**src/rtl/btn_edit_pkg.sv**
```systemverilog
package btn_edit_pkg;
  localparam int BTN_N = 4;
  localparam int BIT_PTR_UP = 3;
  localparam int BIT_PTR_DN = 2;
  localparam int BIT_VAL_UP = 1;
  localparam int BIT_VAL_DN = 0;

  typedef enum logic [2:0] {
    ACT_NONE,
    ACT_PTR_UP,
    ACT_PTR_DN,
    ACT_VAL_UP,
    ACT_VAL_DN
  } edit_act_e;
endpackage

```
**src/rtl/btn_press_detect.sv**
```systemverilog
module btn_press_detect
  import btn_edit_pkg::*;
(
  input  logic             clk_i,
  input  logic [BTN_N-1:0] btn_i,
  output logic [BTN_N-1:0] btn_prev_o,
  output edit_act_e        act_o
);
  logic [BTN_N-1:0] prev_q;
  logic [BTN_N-1:0] rise;
  logic             single;

  // Sampled even during reset so a held button is not a press afterwards
  always_ff @(posedge clk_i) prev_q <= btn_i;

  assign rise   = btn_i & ~prev_q;
  assign single = (btn_i != '0) && ((btn_i & (btn_i - 1'b1)) == '0);

  always_comb begin
    act_o = ACT_NONE;
    if (single && ((btn_i & rise) != '0)) begin
      unique case (1'b1)
        btn_i[BIT_PTR_UP]: act_o = ACT_PTR_UP;
        btn_i[BIT_PTR_DN]: act_o = ACT_PTR_DN;
        btn_i[BIT_VAL_UP]: act_o = ACT_VAL_UP;
        btn_i[BIT_VAL_DN]: act_o = ACT_VAL_DN;
        default:           act_o = ACT_NONE;
      endcase
    end
  end

  assign btn_prev_o = prev_q;
endmodule

```
**src/rtl/regfile_2p.sv**
```systemverilog
module regfile_2p #(
  parameter int DW = 8,
  parameter int AW = 4
) (
  input  logic          clk_i,
  input  logic          rst_i,
  input  logic          we_i,
  input  logic [AW-1:0] waddr_i,
  input  logic [DW-1:0] wdata_i,
  input  logic [AW-1:0] iaddr_i,
  output logic [DW-1:0] idata_o,
  input  logic [AW-1:0] xaddr_i,
  output logic [DW-1:0] xdata_o
);
  localparam int DEPTH = 1 << AW;

  logic [DW-1:0] mem [DEPTH];
  logic [DW-1:0] xdata_q;

  always_ff @(posedge clk_i) begin
    if (rst_i) begin
      for (int i = 0; i < DEPTH; i++) mem[i] <= '0;
    end else if (we_i) begin
      mem[waddr_i] <= wdata_i;
    end
  end

  // Read-first external port: a same-edge write becomes visible one edge later
  always_ff @(posedge clk_i) begin
    if (rst_i) xdata_q <= '0;
    else       xdata_q <= mem[xaddr_i];
  end

  assign idata_o = mem[iaddr_i];
  assign xdata_o = xdata_q;
endmodule

```
**src/rtl/edit_ctrl.sv**
```systemverilog
module edit_ctrl
  import btn_edit_pkg::*;
#(
  parameter int DW = 8,
  parameter int AW = 4
) (
  input  logic          clk_i,
  input  logic          rst_i,
  input  edit_act_e     act_i,
  input  logic [DW-1:0] rdata_i,
  output logic [AW-1:0] raddr_o,
  output logic          we_o,
  output logic [AW-1:0] waddr_o,
  output logic [DW-1:0] wdata_o,
  output logic [AW-1:0] ptr_o,
  output logic [DW-1:0] val_o
);
  logic [AW-1:0] ptr_q, ptr_d;
  logic [DW-1:0] val_q;

  always_comb begin
    ptr_d   = ptr_q;
    we_o    = 1'b0;
    wdata_o = rdata_i;
    unique case (act_i)
      ACT_PTR_UP: ptr_d = ptr_q + 1'b1;
      ACT_PTR_DN: ptr_d = ptr_q - 1'b1;
      ACT_VAL_UP: begin we_o = 1'b1; wdata_o = rdata_i + 1'b1; end
      ACT_VAL_DN: begin we_o = 1'b1; wdata_o = rdata_i - 1'b1; end
      default: ;
    endcase
  end

  // Internal read follows the next pointer; on value edits it equals ptr_q
  assign raddr_o = ptr_d;
  assign waddr_o = ptr_q;

  always_ff @(posedge clk_i) begin
    if (rst_i) begin
      ptr_q <= '0;
      val_q <= '0;
    end else begin
      ptr_q <= ptr_d;
      val_q <= we_o ? wdata_o : rdata_i;
    end
  end

  assign ptr_o = ptr_q;
  assign val_o = val_q;
endmodule

```
**src/rtl/btn_regfile_editor.sv**
```systemverilog
module btn_regfile_editor
  import btn_edit_pkg::*;
#(
  parameter int DW = 8,
  parameter int AW = 4
) (
  input  logic             clk_i,
  input  logic             rst_i,
  input  logic [BTN_N-1:0] btn_i,
  input  logic [AW-1:0]    rd_addr_i,
  output logic [DW-1:0]    rd_data_o,
  output logic [AW-1:0]    ptr_o,
  output logic [DW-1:0]    val_o
);
  edit_act_e        act;
  logic [BTN_N-1:0] btn_prev;
  logic [AW-1:0]    raddr, waddr;
  logic [DW-1:0]    rdata, wdata;
  logic             we;

  btn_press_detect u_detect (
    .clk_i      (clk_i),
    .btn_i      (btn_i),
    .btn_prev_o (btn_prev),
    .act_o      (act)
  );

  edit_ctrl #(.DW(DW), .AW(AW)) u_ctrl (
    .clk_i   (clk_i),
    .rst_i   (rst_i),
    .act_i   (act),
    .rdata_i (rdata),
    .raddr_o (raddr),
    .we_o    (we),
    .waddr_o (waddr),
    .wdata_o (wdata),
    .ptr_o   (ptr_o),
    .val_o   (val_o)
  );

  regfile_2p #(.DW(DW), .AW(AW)) u_mem (
    .clk_i   (clk_i),
    .rst_i   (rst_i),
    .we_i    (we),
    .waddr_i (waddr),
    .wdata_i (wdata),
    .iaddr_i (raddr),
    .idata_o (rdata),
    .xaddr_i (rd_addr_i),
    .xdata_o (rd_data_o)
  );
endmodule

```
**config.mk**
```make
export PLATFORM = sky130hd
export DESIGN_NAME = btn_regfile_editor
export DESIGN_NICKNAME = d
export VERILOG_FILES = /design/src/rtl/btn_edit_pkg.sv /design/src/rtl/btn_press_detect.sv /design/src/rtl/regfile_2p.sv /design/src/rtl/edit_ctrl.sv /design/src/rtl/btn_regfile_editor.sv
export SDC_FILE = /design/constraint.sdc
export NUM_CORES = 1
export LEC_CHECK = 0
export ABC_AREA = 1
export CORE_UTILIZATION = 56
export DETAILED_ROUTE_END_ITERATION = 8
export DONT_BUFFER_PORTS = 1
export MAX_ROUTING_LAYER = met4
export PLACE_DENSITY = 0.71
export SLEW_MARGIN = 10
export SYNTH_ARGS = -nofsm -noshare
export SYNTH_HDL_FRONTEND = slang
export SYNTH_SLANG_ARGS = --single-unit
```
**constraint.sdc**
```tcl
create_clock -name clk_i -period 12.5 [get_ports clk_i]
set_input_delay 1.25 -clock clk_i [delete_from_list [all_inputs] [get_ports clk_i]]
set_output_delay 1.25 -clock clk_i [all_outputs]
set_load 0.01 [all_outputs]
```
Word-level counts from Yosys, hierarchy flattened
Memories as Yosys holds them, arrays and structs flattened. A register that Yosys moved wholly into a read port is not among the register bits. Index checks and enable logic that the tools add are counted.

Memories: 1. Input bits: 10. Bits in writable memories: 128. Bits in registers: 16. Word-level logic and storage cells: 38.

Reductions and logical operators: 7. $add $sub $neg: 5. Equality and inequality tests: 4. Bitwise logic cells: 4. Muxes and demuxes: 14.

Memory list: u_mem.mem (words 16, bits a word 8, rd ports 2, clocked after memory_dff 1, write ports 16, RTL line regfile_2p.sv:17) `logic [DW-1:0] mem [DEPTH];`.

Operators with widths (count): two-way mux 8 bit (2); case mux 8 bit (2 select lines) (1); bitwise AND 4 bit (3); case mux 3 bit (4 select lines) (1); adder 8 x 1 -> 8 bit (second input constant) (1); case mux 4 bit (2 select lines) (1); nonzero test 4 bit (2); OR reduction 8 bit (1); subtractor 4 x 1 -> 4 bit (second input constant) (2); subtractor 8 x 1 -> 8 bit (second input constant) (1); two-way mux 1 bit (7); equality test 3 x 2 -> 1 bit (second input constant) (2); adder 4 x 1 -> 4 bit (second input constant) (1); logical NOT 4 bit (1); two-way mux 4 bit (1); inverter 4 bit (1); equality test 3 x 1 -> 1 bit (second input constant) (1); equality test 3 bit (second input constant) (1); two-way mux 3 bit (1); logical AND 1 bit (2); OR reduction 2 bit (1).

Longest topological paths before layout
Depth after elaboration: 14. Gate-level depth with buffers: 31.

Modules after synthesis
Synthesis repeated with hierarchy kept, for this count alone.

Cells, all modules: 1122. Area total of the unflattened synthesis: 8901.0 um^2.

By module, submodules not included: regfile_2p (cells each 944, seq. area each 4003.8 um^2, area each 7624.8 um^2, instances 1); edit_ctrl (cells each 150, seq. area each 240.2 um^2, area each 1096.1 um^2, instances 1); btn_press_detect (cells each 28, seq. area each 80.1 um^2, area each 180.2 um^2, instances 1).

Least setup slack after synthesis
Ideal clock, no wire load.

Path type: input port to flip-flop. Start point: input btn_i[0]. End point: memory u_mem.mem[14][6], data pin. Path buffers: 3. Arrival: 5.202 ns. Stages: 26. Required time: 12.237 ns. Setup slack: 7.036 ns. Path through: inv_2 nand2_2 nand2_1 nand2_2 nor2_4 inv_2 nor4_1 fa_1 o21ai_2 buf_2 buf_2 nand2_1 o221ai_1 nand3_1 nand2_1 inv_1 fa_1 a21oi_1 nor2_1 nor2_1 o21bai_1 a21oi_1 xnor2_1 a21oi_2 buf_4 nor2_1.

RTL lines: start: declaration (RTL line btn_regfile_editor.sv:9) `input logic [BTN_N-1:0] btn_i,`; end: declaration (RTL line regfile_2p.sv:17).

==> results.json <==
{
  "numClockSinks": 152,
  "port_buffers": 0,
  "avgRoutedWirePerCell_um": 22.5,
  "hold-path-cell-count": 4,
  "area_growth_pct": 6.97,
  "crit_slowest_cell": "a21oi_2",
  "dr.pass1.iters": 8,
  "die-area_mm2": 0.0154,
  "r2r_cells": 23,
  "critPathMostFrequentCell": "nand2_1",
  "rsz0062_at_grt": "false",
  "arrival_ns": 6.46,
  "ir_worst_vdd_mv": 0.0857,
  "seqCellArea_mm2": 0.00432,
  "cap_violations": 0,
  "numCtsBuffers": 17,
  "synth_edf_count": 128,
  "cts_resized": 0,
  "fillers": 1303,
  "min_period_ns": 6.32,
  "synth_ff_type": "edfxtp_1",
  "period_share_pct": 50.5,
  "p_leak_nw": 3.44,
  "timing.slew.headroom_pct": 15.4,
  "vias": 7313,
  "syn_nets": 979,
  "yosysWarnings": 0,
  "drtAntennaViolNets": 0,
  "post_cts_buffers": 0,
  "final_nets": 947,
  "dp_hpwl_mm": 16.3,
  "wl_mm": 25.2,
  "drc_errors": 0,
  "hold_slack_ns": 0.763,
  "rows": 44,
  "hp-class": "register to register",
  "start_util_pct": 57.6,
  "hold_viol_final": 0,
  "netlist_instances": 958,
  "cp-end-kind": "register",
  "ctsLongestPathBuffers": 2,
  "combPwrFrac_pct": 15.7,
  "crit_type": "input pin to register",
  "critical_path.max_stage_delay_ns": 0.78,
  "use_met1_pct": 46.3,
  "clk_latency_ns": 0.44,
  "layout_commonest_cell": "nor2_1",
  "crit_fanout": 20,
  "met2_usage_pct": 50.5,
  "p_switching_w": 0.000389,
  "grtUsageTotal_pct": 34.8,
  "cts_tree": "done",
  "synth_top_cell_by_area": "edfxtp_1",
  "grt_pass1_vias": 6700,
  "antennaDiodeCount": 0,
  "die_width_um": 124,
  "grt-busiest-layer": "met2",
  "setup_viol": 0,
  "critPathLaunchType": "input pin",
  "power-per-cell-area_mw_per_mm2": 148,
  "place.gp.congestion": 0.911,
  "p_int_w": 0.000931,
  "worst_slew_pin_slew_ns": 1.27,
  "p_clk_share_pct": 39.9,
  "yosysUniqueCellTypes": 42,
  "multi_input_comb_area_mm2": 0.00342,
  "ys_seq_area_share_pct": 51.7,
  "clock.fmax_ghz": 0.158,
  "crit_buf_inv": 4,
  "grt_use_met3_pct": 8.49,
  "globalRoute.totalOverflow": 0,
  "drive_gt1_share_pct": 8.95,
  "h-tree-depth": 4,
  "netlist.area_leader.share_pct": 45.9,
  "boundaryPins": 30,
  "drtIter0Drc": 1132,
  "cp.depth": 25,
  "tns_ns": 0,
  "grt_max_degree": 71,
  "ys_seq_elements": 152,
  "required_ns": 12.64,
  "routed_via_density": 6.51,
  "core-area_mm2": 0.0145,
  "grt_pass1_wl_mm": 38.9,
  "status": "finished clean",
  "final_util_pct": 61.6,
  "die_h_um": 124,
  "root_buffer": "clkbuf_16",
  "synth.top_cells.by_area": "edfxtp_1 (46%), nor2_1 (8.1%), nand2_1 (6.1%)",
  "fin_worst_skew_ns": 0.00727,
  "holdBufCountCts": 0,
  "switching_share_pct": 29.5,
  "seqPwrFrac_pct": 44.4,
  "syn_area_mm2": 0.00837,
  "syn_area_per_cell_um2": 8.73,
  "synthArstFlopShare_pct": 0,
  "antenna_found_initial": 0,
  "total_power_w": 0.00132,
  "clk_pin_slew_ns": 0.07,
  "mostFrequentLayoutCells": "nor2_1 (181), nand2_1 (135), edfxtp_1 (128)",
  "critPathTopFamily": "simple AND/OR/NAND/NOR gates",
  "maxSlewViolCount": 0
}
-- stage by stage --
| stage | setup WS [ns] | cell area (µm²) | std cells |
|---|---|---|---|
| 4_1_cts | 6.31 | 8950 | 1123 |
| 2_1_floorplan | 7.04 | 8370 | 958 |
| 3_3_place_gp | 6.04 | 8340 | 1091 |
| 6_report | 6.18 | 8950 | 1123 |
| 5_1_grt | 5.69 | 8950 | 1123 |
| 3_5_place_dp | 5.86 | 8340 | 1091 |
-- final timing paths --
check | slack, ns | end | start
setup reg to reg | 6.76 | u_mem.mem[3][6] | u_detect.btn_prev_o[2]
hold / removal | 0.76 | u_mem.xdata_o[0] | u_mem.mem[12][0]
setup / recovery | 6.18 | u_mem.mem[3][6] | btn_i[0]
hold reg to reg | 0.76 | u_mem.xdata_o[0] | u_mem.mem[12][0]
-- cells by family (layout without fill, tap and decap cells) --
family	count (synthesis)	count (layout)	synth area share, %
AOI/OAI and AO/OA	241	241	17.4
xor gates and xnor gates	8	8	1.15
buffers and inverters	142	123	7.48
DFF	152	152	51.7
and+or+nand+nor	404	404	20.5
adders and majority gates	11	11	1.82
-- layout make-up --
cell class                      instances  area share (%)
Tap cell                              184            2.57
Inverter                               85            3.59
Clock inverter                         11            1.22
Multi-Input combinational cell        664            38.2
Timing Repair Buffer                    6           0.503
Clock buffer                           21            5.62
Sequential cell                       152            48.3
-- routing by layer --
layer  share of wire [%]  routed length (µm)  vias up
li1                    -                   -     3249
met1                  40               10100     3514
met2                  45               11400      471
met3                  12                2920       79
met4                 3.5                 895        0
met5                   0                   0        -
-- flip-flops by register name, indices dropped and copies added, names as in the netlist --
register,flops
u_mem.mem,128
u_ctrl.val_o,8
u_mem.xdata_o,8
u_ctrl.ptr_o,4
u_detect.btn_prev_o,4
-- cell usage after synthesis, types with 3 or more instances --
cell type / n
a21oi_1: 68
a21oi_2: 11
buf_1: 3
buf_2: 12
buf_4: 4
buf_6: 8
clkbuf_1: 30
dfxtp_1: 24
edfxtp_1: 128
ha_1: 9
inv_1: 79
inv_2: 3
nand2_1: 135
nand2_2: 10
nand3_1: 58
nand3_2: 3
nand4_1: 3
nor2_1: 181
nor3_2: 4
o211ai_1: 32
o21ai_0: 94
o21ai_2: 6
o221ai_1: 22
o22ai_1: 3
xor2_1: 4
-- power by group through the flow --
stage	Clock, W	Combinational, W	Sequential (W)
6_report	0.000527	0.000208	0.000586
5_1_grt	0.000548	0.000222	0.000588
4_1_cts	0.000529	0.000202	0.000586
3_5_place_dp	0	0.000201	0.000597
3_3_place_gp	0	0.000199	0.000596
2_1_floorplan	0	0.000153	0.000592
-- worst reg2reg max path, delay by kind of cell (launching register included) --
kind | cells | cell delay, ns
compound gates | 6 | 1.45
simple gates | 10 | 2.05
xor+xnor | 2 | 0.24
flops | 1 | 0.30
buf+inv | 3 | 0.62
fa+ha+maj | 2 | 0.81
No activity file was read; power rests on OpenSTA's default activity.
